==> src/rtl/echo_pkg.sv <==
package echo_pkg;
    localparam int NUM_LOOPS = 3;
    localparam int REG_W = 8;
    localparam int STAT_W = 2 * NUM_LOOPS;
    localparam logic [7:0] ADDR_ENABLE = 8'h1F;
    localparam logic [7:0] ADDR_STATUS = 8'h20;

    typedef enum logic [1:0] {
        ST_IDLE,
        ST_ONCE,
        ST_TWICE,
        ST_LOCKED
    } echo_state_t;
endpackage

==> src/rtl/echo_loop.sv <==
module echo_loop
    import echo_pkg::*;
#(
    parameter int MSG_W = 13
) (
    input  logic             clk,
    input  logic             rst_n,
    input  logic             vld,
    input  logic [MSG_W-1:0] msg,
    input  logic             cmp_en,
    output logic             hit,
    output logic [MSG_W-1:0] rx_msg
);
    echo_state_t      state_q, state_d;
    logic [MSG_W-1:0] last_q, raw_q, integ_q;
    logic             have_q;
    logic             match, fresh, lock_now;

    assign match = (msg == last_q);
    assign fresh = !have_q || (msg != integ_q);

    // next-state process
    always_comb begin
        state_d = state_q;
        if (vld) begin
            unique case (state_q)
                ST_IDLE:   state_d = ST_ONCE;
                ST_ONCE:   state_d = match ? ST_TWICE : ST_ONCE;
                ST_TWICE:  state_d = match ? ST_LOCKED : ST_ONCE;
                ST_LOCKED: state_d = match ? ST_LOCKED : ST_ONCE;
                default:   state_d = ST_IDLE;
            endcase
        end
    end

    // output process
    always_comb begin
        lock_now = vld && (state_q == ST_TWICE) && match;
        hit      = lock_now && fresh;
        rx_msg   = cmp_en ? integ_q : raw_q;
    end

    // state register
    always_ff @(posedge clk or negedge rst_n) begin
        if (!rst_n) state_q <= ST_IDLE;
        else        state_q <= state_d;
    end

    always_ff @(posedge clk or negedge rst_n) begin
        if (!rst_n) begin
            last_q  <= '0;
            raw_q   <= '0;
            integ_q <= '0;
            have_q  <= 1'b0;
        end else begin
            if (vld) begin
                last_q <= msg;
                raw_q  <= msg;
            end
            if (lock_now) begin
                integ_q <= msg;
                have_q  <= 1'b1;
            end
        end
    end

    AST_HIT_LOCKS: assert property (@(posedge clk) disable iff (!rst_n)
        hit |=> (state_q == ST_LOCKED));
    AST_INTEG_ON_LOCK: assert property (@(posedge clk) disable iff (!rst_n)
        (integ_q != $past(integ_q)) |-> $past(vld && state_q == ST_TWICE));
    AST_RAW_FOLLOWS: assert property (@(posedge clk) disable iff (!rst_n)
        vld |=> (raw_q == $past(msg)));
endmodule

==> src/rtl/echo_regs.sv <==
module echo_regs
    import echo_pkg::*;
(
    input  logic              clk,
    input  logic              rst_n,
    input  logic [NUM_LOOPS-1:0] hit,
    input  logic [NUM_LOOPS-1:0] ind_rdy,
    input  logic [7:0]        reg_addr,
    input  logic              reg_wr,
    input  logic [REG_W-1:0]  reg_wdata,
    output logic [REG_W-1:0]  reg_rdata,
    output logic [NUM_LOOPS-1:0] cmp_en,
    output logic              irq
);
    logic [STAT_W-1:0] en_q, stat_q, stat_d, src, clr;
    logic              wr_en_reg, wr_st_reg;

    assign src       = {ind_rdy, hit};
    assign wr_en_reg = reg_wr && (reg_addr == ADDR_ENABLE);
    assign wr_st_reg = reg_wr && (reg_addr == ADDR_STATUS);
    assign clr       = wr_st_reg ? reg_wdata[STAT_W-1:0] : '0;

    always_comb begin
        stat_d = (stat_q & ~clr) | src;
    end

    always_ff @(posedge clk or negedge rst_n) begin
        if (!rst_n) begin
            en_q   <= '0;
            stat_q <= '0;
        end else begin
            if (wr_en_reg) en_q <= reg_wdata[STAT_W-1:0];
            stat_q <= stat_d;
        end
    end

    always_comb begin
        reg_rdata = '0;
        if (reg_addr == ADDR_ENABLE)      reg_rdata[STAT_W-1:0] = en_q;
        else if (reg_addr == ADDR_STATUS) reg_rdata[STAT_W-1:0] = stat_q;
        cmp_en = en_q[NUM_LOOPS-1:0];
        irq    = |(en_q & stat_q);
    end

    AST_SET_WINS: assert property (@(posedge clk) disable iff (!rst_n)
        (src != '0) |=> ((stat_q & $past(src)) == $past(src)));
    AST_CLEAR_BY_WRITE: assert property (@(posedge clk) disable iff (!rst_n)
        (($past(stat_q) & ~stat_q) != '0) |-> $past(wr_st_reg));
endmodule

==> src/rtl/echo3_validator.sv <==
module echo3_validator
    import echo_pkg::*;
#(
    parameter int MSG_W = 13
) (
    input  logic                       clk,
    input  logic                       rst_n,
    input  logic [NUM_LOOPS-1:0]       msg_vld,
    input  logic [NUM_LOOPS*MSG_W-1:0] msg_in,
    input  logic [NUM_LOOPS-1:0]       ind_rdy,
    input  logic [7:0]                 reg_addr,
    input  logic                       reg_wr,
    input  logic [REG_W-1:0]           reg_wdata,
    output logic [REG_W-1:0]           reg_rdata,
    output logic [NUM_LOOPS*MSG_W-1:0] rx_msg,
    output logic                       irq
);
    logic [NUM_LOOPS-1:0] hit, cmp_en;

    for (genvar g = 0; g < NUM_LOOPS; g++) begin : g_loop
        echo_loop #(.MSG_W(MSG_W)) u_loop (
            .clk    (clk),
            .rst_n  (rst_n),
            .vld    (msg_vld[g]),
            .msg    (msg_in[g*MSG_W +: MSG_W]),
            .cmp_en (cmp_en[g]),
            .hit    (hit[g]),
            .rx_msg (rx_msg[g*MSG_W +: MSG_W])
        );
    end

    echo_regs u_regs (
        .clk       (clk),
        .rst_n     (rst_n),
        .hit       (hit),
        .ind_rdy   (ind_rdy),
        .reg_addr  (reg_addr),
        .reg_wr    (reg_wr),
        .reg_wdata (reg_wdata),
        .reg_rdata (reg_rdata),
        .cmp_en    (cmp_en),
        .irq       (irq)
    );

    AST_RSVD_ZERO: assert property (@(posedge clk) disable iff (!rst_n)
        reg_rdata[7:6] == 2'b00);
endmodule

==> config.mk <==
export PLATFORM = sky130hd
export DESIGN_NAME = echo3_validator
export DESIGN_NICKNAME = d
export VERILOG_FILES = /design/src/rtl/echo_pkg.sv /design/src/rtl/echo_loop.sv /design/src/rtl/echo_regs.sv /design/src/rtl/echo3_validator.sv
export SDC_FILE = /design/constraint.sdc
export NUM_CORES = 1
export LEC_CHECK = 0
export BUFFER_PORTS_ARGS = -buffer_cell sky130_fd_sc_hd__buf_2
export CORE_AREA = 2 2 114 116
export CTS_BUF_LIST = sky130_fd_sc_hd__clkbuf_4 sky130_fd_sc_hd__clkbuf_8
export DETAILED_ROUTE_END_ITERATION = 10
export DIE_AREA = 0 0 116 118
export PLACE_DENSITY = 0.7
export SYNTH_ARGS = -nofsm -noshare
export SYNTH_HDL_FRONTEND = slang
export SYNTH_HIERARCHICAL = 1
export SYNTH_SLANG_ARGS = --single-unit
==> constraint.sdc <==
create_clock -name clk -period 3.6 [get_ports clk]
set_clock_uncertainty 0.2 [all_clocks]
set_input_delay 0.18 -clock clk [delete_from_list [all_inputs] [get_ports clk]]
set_output_delay 0.18 -clock clk [all_outputs]
set_load 0.005 [all_outputs]
**After elaboration in Yosys (flattened, before gate mapping)**

Cells that the tools add are included.
W data, S select, Z words.

- Mux-type cells: 15
- Bitwise operators: 4
- Reductions and logical operators: 24
- Eq/ne operators: 17

Operators with widths:

| kind | number |
|---|---|
| $eq A13 B13 Y1 | 3 |
| $mux W13 | 3 |
| $ne A13 B13 Y1 | 3 |
| $mux W6 | 3 |
| $pmux W2 S3 | 3 |
| $and A6 B6 Y6 | 2 |
| $eq A2 B2 Y1 const B | 6 |
| $mux W2 | 6 |
| $logic_and A1 B1 Y1 | 11 |
| $eq A8 B5 Y1 const B | 1 |
| $eq A8 B6 Y1 const B | 1 |
| $eq A2 B1 Y1 const B | 3 |
| $logic_not A2 Y1 | 3 |
| $not A6 Y6 | 1 |
| $or A6 B6 Y6 | 1 |
| $reduce_or A2 Y1 | 3 |
| $reduce_or A6 Y1 | 1 |
| $logic_not A1 Y1 | 3 |
| $logic_or A1 B1 Y1 | 3 |

- Output and inout bits: 48
- Bits in registers: 99

**Logic depth before layout (Yosys ltp)**

Gate-level depths: netlist of run 1.

- Depth after elaboration: 6
- Gate-level depth with buffers: 6

**Cells and area by module**

The synthesis of run 1 kept the hierarchy.

By module, submodules not included:

| module | sequential area each (µm²) | cells each | area each (µm²) | times used |
|---|---|---|---|---|
| echo_loop | 725.7 | 121 | 1609.0 | 3 |
| echo_regs | 300.3 | 57 | 681.9 | 1 |

**Worst setup path after synthesis of run 1**

OpenSTA, ideal clock, no wires.

- Kind: reg2reg
- Start: register, netlist name g_loop[0].u_loop/raw_q[1]
- End: register g_loop[0].u_loop.integ_q[10]
- Arrival: 1.496 ns
- Cell stages (with the launch flop): 6
- Setup time: 0.125 ns
- Path buffers: 1
- Data required time: 3.275 ns
- Slack: 1.779 ns
- Cell sequence: dfrtp_1 -> xor2_1 -> nor4_2 -> nand4_2 -> buf_6 -> mux2_4

RTL lines:

| element | RTL line | RTL |
|---|---|---|
| end signal, assigned | echo_loop.sv:61 | `integ_q <= msg;` |
| end, declared | echo_loop.sv:15 | `logic [MSG_W-1:0] last_q, raw_q, integ_q;` |

**Worst setup path in the final report of run 1**

- Start: input msg_in[27]
- End: register g_loop[2].u_loop.integ_q[3]

- Word-level cells in the longest chain between the ends: 2

Ends and longest elaborated chain:

| element | RTL line | RTL |
|---|---|---|
| start, declared | echo3_validator.sv:9 | `input logic [NUM_LOOPS*MSG_W-1:0] msg_in,` |
| $eq A13 B13 Y1 | echo_loop.sv:19 | `assign match = (msg == last_q);` |
| $logic_and A1 B1 Y1 | echo_loop.sv:38 | `lock_now = vld && (state_q == ST_TWICE) && match;` |
| end signal, assigned | echo_loop.sv:61 |  |
| end, declared | echo_loop.sv:15 |  |

No other way between the ends.
A chain may end at the register's enable or synchronous reset.

==> results of run 1 <==
-- per-stage QoR --
step | utilization, % | setup slack, ps | cells | power, mW | area [µm²]
2_1_floorplan | - | 1780 | 421 | 1.46 | 5510
3_3_place_gp | 49.5 | 1300 | 682 | 1.62 | 6150
3_5_place_dp | 49.5 | 1220 | 682 | 1.64 | 6150
4_1_cts | 55.6 | 1200 | 754 | 2.43 | 6910
5_1_grt | 55.6 | 1060 | 754 | 2.51 | 6910
6_report | 55.6 | 1170 | 754 | 2.38 | 6910
-- power groups by stage --
stage / Clock [mW] / Combinational, mW / Sequential (mW)
after floorplan: 0 / 0.243 / 1.22
after global placement: 0 / 0.391 / 1.23
after detailed placement: 0 / 0.402 / 1.24
after CTS: 0.763 / 0.449 / 1.21
after global routing: 0.804 / 0.487 / 1.22
final: 0.725 / 0.446 / 1.21
-- final cells by class --
| type | instances | area share, % |
|---|---|---|
| clock buffers | 11 | 2.10 |
| clock inverters | 5 | 0.761 |
| inverters | 1 | 0.0543 |
| multi-input cells | 302 | 42.1 |
| flip-flops and latches | 99 | 35.9 |
| well taps | 172 | 3.12 |
| repair buffers | 164 | 16.0 |
-- worst min path at each step --
stage | startpoint | to | slack, ps | cells past startpoint
floorplan | rst_n | g_loop[0].u_loop/have_q$_DFFE_PN0P_ | -320 | 0
global placement | ind_rdy[1] | u_regs/stat_q[4]$_DFF_PN0_ | 160 | 2
detailed placement | ind_rdy[2] | u_regs/stat_q[5]$_DFF_PN0_ | 170 | 2
CTS | reg_addr[6] | u_regs/stat_q[1]$_DFF_PN0_ | 0.3 | 4
global route | reg_addr[7] | u_regs/stat_q[1]$_DFF_PN0_ | 40 | 4
finish | reg_addr[6] | u_regs/stat_q[1]$_DFF_PN0_ | 20 | 4
-- worst register-to-register path, delay by kind of cell (launching register included) --
family	cells	cell delay (ps)
XOR/XNOR	1	180
flip-flops	1	410
multiplexers	1	500
AND/OR/NAND/NOR	2	930
-- cells by family (layout without fill, tap and decap cells) --
logic type / after synthesis / after routing / synth area share (%)
AOI/OAI and AO/OA: 27 / 27 / 3.68
xor gates and xnor gates: 78 / 78 / 12.4
buffers and inverters: 20 / 181 / 2.32
DFF: 99 / 99 / 45.0
muxes: 123 / 123 / 27.4
other: 1 / 2 / 0.0681
and+or+nand+nor: 72 / 72 / 9.18
-- routing by layer --
| layer | wire [µm] | track usage (%) | share of wire, % | vias up |
|---|---|---|---|---|
| li1 | - | - | - | 1844 |
| met1 | 5390 | 23.4 | 43 | 1924 |
| met2 | 6580 | 33.4 | 52 | 88 |
| met3 | 467 | 3.19 | 3.7 | 15 |
| met4 | 182 | 6.77 | 1.4 | 0 |
| met5 | 0 | 0 | 0 | - |
-- layout by cell type, fill, tap and decap left out, types with 2 or more instances in the layout --
cell type / n
xor2_1: 51
a22oi_1: 3
a21oi_1: 6
clkbuf_8: 10
nand4_2: 3
nor4_2: 7
nor3_1: 13
nor2_1: 6
mux2_4: 33
or2b_1: 3
clkinv_2: 3
nand3b_1: 6
a22o_1: 6
o22a_1: 3
nand4_1: 19
conb_1: 2
dfrtp_1: 99
nor4_1: 9
buf_2: 106
xnor2_1: 27
buf_4: 2
a41oi_1: 3
mux2_2: 90
a21o_1: 6
dlygate4sd3_1: 56
-- registers in the layout, summed over array words and instances, names as in the netlist --
signal and flops:
g_loop.u_loop/have_q 3, g_loop.u_loop/integ_q 39, g_loop.u_loop/raw_q 39, g_loop.u_loop/state_q 6, u_regs/en_q 6, u_regs/stat_q 6
-- timing repair --
action | 4_1_cts | 5_1_grt
hold buffers | 56 | 0
resized for setup | 0 | 0
endpoints found under the setup margin | 0 | 0
hold endpoints to repair | 175 | 0
==> results_dict.tcl, run 1 <==
set metrics [dict create \
    status "complete, no violations" \
    ant_nets 0 \
    routed_via_density 5.13 \
    reg2reg_from "g_loop[2].u_loop/raw_q[1]$_DFFE_PN0P_" \
    htree_levels 3 \
    p_int_mw 1.74 \
    path_depth 6 \
    ir_drop_mv 0.162 \
    clk_latency_ps 370 \
    core_region_area_um2 12400 \
    synth.top_cell.area_share_pct 45.0 \
    place_hpwl_mm 8.73 \
    grt_overflow 0 \
    rsz0062_at_grt "no" \
    yosysMostFrequentCell "dfrtp_1" \
    ioPinCount 112 \
    cts_sinks 99 \
    synth-main-ff-cell "dfrtp_1" \
    synth_area_leaders "dfrtp_1 45%, mux2_2 18%, mux2_4 9.0%" \
    detail_route.wl_per_cell_um 16.7 \
    place_congestion 0.769 \
    p_per_area_nw_per_um2 345 \
    initial_core_util_pct 44.4 \
    drv_cap 0 \
    multi_input_area_um2 2910 \
    path_cells "dlygate4sd3_1 > buf_2 > xor2_1 > nor4_2 > nand4_2 > mux2_4" \
    num_antenna_cells 0 \
    p_sw_share_pct 27.0 \
    grt_use_total_pct 19.1 \
    slew_headroom_pct 26.9 \
    tightest_slew_ps 1100 \
    root_buffer "clkbuf_8" \
    fp-row-count 41 \
    ys_types 32 \
    synth-seq-cells 99 \
    worstSetupEndpointType "register" \
    seq_area_um2 2480 \
    startpoint "msg_in[27]" \
    die_area_um2 13700 \
    reg2reg_slack_ps 1260 \
    vias 3871 \
    cp-start-kind "primary input" \
    reg2reg_to "g_loop[2].u_loop/integ_q[3]$_DFFE_PN0P_" \
    tritoncts "done" \
    cp.arrival_ps 2480 \
    final.min_clock_period_ps 2430 \
    synth_edf_count 0 \
    cts_buffer_depth 2 \
    critPathMaxFanout 14 \
    drtPass1Iterations 4 \
    yosys.area.top_type "dfrtp_1" \
    finalHoldViolCount 0 \
    path_class "primary input to register" \
    syn_avg_cell_area_um2 13.1 \
    grt_max_degree 87 \
    maxSlewViolCount 0 \
    syn-cell-area_um2 5510 \
    async_flop_share_pct 100 \
    critical-path-top-delay-family "simple AND/OR/NAND/NOR gates" \
    nFillCells 1090 \
    r2r_cells 4 \
    die_y_um 118 \
    combPwrFrac_pct 18.7 \
    cts_buffers 9 \
    port_buffers 107 \
    drt_iter0_markers 253 \
    path_buf_inv 2 \
    synthTopCellsByCount "99 x dfrtp_1, 90 x mux2_2, 51 x xor2_1, 33 x mux2_4, 27 x xnor2_1" \
    ys_seq_area_share_pct 45.0 \
    critPathCapture "g_loop[2].u_loop/integ_q[3]$_DFFE_PN0P_" \
    clkTransAtPathRegs_ps 100 \
    drive_gt1_share_pct 44.7 \
    nets 641 \
    fin_crit_sh_pct 67.6 \
    syn_to_final_growth_pct 25.4 \
    cts_setup_buffers 0 \
    p_sw_mw 0.645 \
    crit_required_ps 3650 \
    netlist_instances 420 \
    fin_setup_tns_ps 0 \
    grt_pass1_wl_mm 20.4 \
    slowest_stage "nand4_2" \
    die_x_um 116 \
    drc 0 \
    hold_path_class "primary input to register" \
    ys.warnings.count 6 \
    max_stage_delay_ps 580 \
    routed_wl_mm 12.6 \
    setup_viol 0 \
    grt_pass1_vias 4131 \
    grt_antenna_before_repair 0 \
    max_freq_ghz 0.411 \
    hold_slack_ps 23.5 \
    seq_power_share_pct 50.9 \
    p_leak_nw 3.20 \
    clockPowerShare_pct 30.4 \
]
Note: power is estimated with default switching activity, not from simulation.
==> inputs of run 2 (changes only) <==
--- a/config.mk
+++ b/config.mk
@@ -5,12 +5,13 @@
 export SDC_FILE = /design/constraint.sdc
 export NUM_CORES = 1
 export LEC_CHECK = 0
+export ABC_AREA = 1
 export BUFFER_PORTS_ARGS = -buffer_cell sky130_fd_sc_hd__buf_2
-export CORE_AREA = 2 2 114 116
+export CORE_AREA = 2 2 118 120
 export CTS_BUF_LIST = sky130_fd_sc_hd__clkbuf_4 sky130_fd_sc_hd__clkbuf_8
 export DETAILED_ROUTE_END_ITERATION = 10
-export DIE_AREA = 0 0 116 118
-export PLACE_DENSITY = 0.7
+export DIE_AREA = 0 0 120 122
+export PLACE_DENSITY = 0.69
 export SYNTH_ARGS = -nofsm -noshare
 export SYNTH_HDL_FRONTEND = slang
 export SYNTH_HIERARCHICAL = 1
==> constraint.sdc (replaced) <==
create_clock -name clk -period 2.5 [get_ports clk]
set_clock_uncertainty 0.2 [all_clocks]
set_input_delay 0.125 -clock clk [delete_from_list [all_inputs] [get_ports clk]]
set_output_delay 0.125 -clock clk [all_outputs]
set_load 0.005 [all_outputs]
==> results_dict.tcl, run 2 <==
set metrics [dict create \
    cp-start-kind "primary input" \
    netlist_instances 833 \
    path_buf_inv 4 \
    die_y_um 122 \
    p_per_area_nw_per_um2 449 \
    drtPass1Iterations 5 \
    htree_levels 3 \
    synth_edf_count 0 \
    fin_crit_sh_pct 84.6 \
    fin_util_pct 55.0 \
    path_cells "dlygate4sd3_1 > buf_2 > nand4_1 > dlygate4sd3_1 > nand2_1 > dlygate4sd3_1" \
    p_leak_nw 3.89 \
    dpl_worst_slack_ps 610 \
    ys_seq_area_share_pct 41.9 \
    final.min_clock_period_ps 2120 \
    num_antenna_cells 0 \
    place_congestion 0.822 \
    clkTransAtPathRegs_ps 90 \
    cts_sinks 99 \
    nets 1061 \
    die_x_um 120 \
    grt_use_total_pct 21.5 \
    ioPinCount 112 \
    setup_viol 0 \
    nFillCells 1283 \
    yosys.area.top_type "dfrtp_1" \
    seq_area_um2 2480 \
    max_stage_delay_ps 600 \
    maxSlewViolCount 0 \
    dp_cells 1099 \
    multi_input_area_um2 2850 \
    synth-seq-cells 99 \
    core_region_area_um2 13500 \
    syn-cell-area_um2 5910 \
    yosysMostFrequentCell "nand2_1" \
    rsz0062_at_grt "no" \
    final_common_cell "nand2_1" \
    ant_nets 0 \
    cts_buffers 9 \
    drc 0 \
    path_class "primary input to register" \
    power_mw 3.33 \
    status "complete, no violations" \
    worstSetupEndpointType "register" \
    grt_antenna_before_repair 0 \
    drv_cap 0 \
    fp-row-count 43 \
    cts_setup_buffers 0 \
    detail_route.wl_per_cell_um 12.6 \
    grt_pass1_vias 5317 \
    ir_drop_mv 0.232 \
    synth.top_cell.area_share_pct 41.9 \
    port_buffers 107 \
    cts_resized 0 \
    drive_gt1_share_pct 17.7 \
    timing.final.ws_setup_ps 385 \
    syn_to_final_growth_pct 25.7 \
    critical-path-top-delay-family "buffers and inverters" \
    ys.warnings.count 6 \
    tightest_slew_ps 700 \
    place_area_um2 6580 \
    synth-main-ff-cell "dfrtp_1" \
    synthTopCellsByCount "332 x nand2_1, 99 x dfrtp_1, 90 x o21ai_0, 82 x inv_1, 46 x nand4_1" \
    cts_buffer_depth 2 \
    critPathMaxFanout 13 \
    grt_overflow 0 \
    ctsHoldBuffers 67 \
    tritoncts "done" \
    syn_avg_cell_area_um2 7.09 \
    slew_headroom_pct 53.4 \
    routed_via_density 4.82 \
    routed_wl_mm 14.9 \
    final_area_um2 7430 \
    fin_setup_tns_ps 0 \
    initial_core_util_pct 43.8 \
    place_hpwl_mm 10.0 \
    ys_types 27 \
    slowest_stage "dlygate4sd3_1" \
    clk_latency_ps 380 \
    grt_pass1_wl_mm 25.4 \
    hold_slack_ps 40.0 \
    drt_iter0_markers 381 \
    max_freq_ghz 0.473 \
    final_cell_mix "332 x nand2_1, 106 x buf_2, 99 x dfrtp_1" \
    top_regs "g_loop.u_loop/integ_q (39), g_loop.u_loop/raw_q (39)" \
    fin_cells 1181 \
    async_flop_share_pct 100 \
    die_area_um2 14600 \
    finalHoldViolCount 0 \
    hold_path_class "primary input to register" \
    grt_max_degree 44 \
    root_buffer "clkbuf_8" \
    synth_area_leaders "dfrtp_1 42%, nand2_1 21%, o21ai_0 7.6%" \
    cp.arrival_ps 2230 \
    path_common_cell "dlygate4sd3_1" \
    vias 5693 \
    crit_required_ps 2620 \
]
-- run 2: changes by cell type in the layout (fill, tap and decap cells not counted), sizes merged, moves of 7 or more --
cell / change
a21oi: +7
buf: +13
dlygate4sd3: +11
inv: +96
mux2: -123
nand2: +335
nand3: +27
nand4: +24
nor2: +42
nor4: -16
o21ai: +90
xor2: -45
-- run 2: worst paths after layout --
path	from	endpoint	slack (ps)	cells after the start
min in group asynchronous	rst_n	g_loop[0].u_loop/raw_q[12]$_DFFE_PN0P_	80	2
worst max-delay path	reg_wr	u_regs/en_q[2]$_DFFE_PN0P_	380	6
worst max register to register	g_loop[2].u_loop/raw_q[10]$_DFFE_PN0P_	u_regs/stat_q[2]$_DFF_PN0_	620	10
worst min register to register	g_loop[0].u_loop/have_q$_DFFE_PN0P_	g_loop[0].u_loop/have_q$_DFFE_PN0P_	260	2
worst min-delay path	reg_addr[7]	u_regs/en_q[4]$_DFFE_PN0P_	40	5
max in group asynchronous	rst_n	g_loop[1].u_loop/integ_q[12]$_DFFE_PN0P_	1340	3
-- run 2: worst register-to-register path, stage by stage, from the launching register on --
cell and delay [ps]:
dfrtp_1 360, inv_1 60, nand2_1 50, nand2_1 50, nor2_1 150, nand2_1 150
nor2_8 260, nand3_4 250, nor2_2 180, inv_1 60, nand2_1 60
-- run 2: layout make-up --
| class | count | area share (%) |
|---|---|---|
| Multi-Input combinational cell | 602 | 38.4 |
| Sequential cell | 99 | 33.4 |
| Inverter | 97 | 4.90 |
| Clock buffer | 13 | 2.32 |
| Timing Repair Buffer | 188 | 17.9 |
| Tap cell | 180 | 3.03 |
| Clock inverter | 2 | 0.135 |
-- run 2: kinds of logic after synthesis --
kind of cell / synth area share, %
XOR/XNOR: 4.00
AND/OR/NAND/NOR: 35.1
buffers and inverters: 9.85
AO/OA/AOI/OAI: 9.04
other: 0.0635
flip-flops: 41.9
-- run 2: metal layers --
metal	global-route usage [%]	vias to the layer above	share of wire, %
li1	-	2953	-
met1	29.7	2598	48
met2	34.3	126	47
met3	3.00	16	4.2
met4	8.09	0	1.5
met5	0	-	0
-- run 2: power breakdown --
part           switching (mW)  internal (mW)  leakage, nW  total, mW
combinational           0.353          0.265         2.53      0.618
clock                   0.556          0.447       0.0987       1.00
sequential             0.0471           1.66         1.26       1.71
total                   0.956           2.38         3.89       3.33
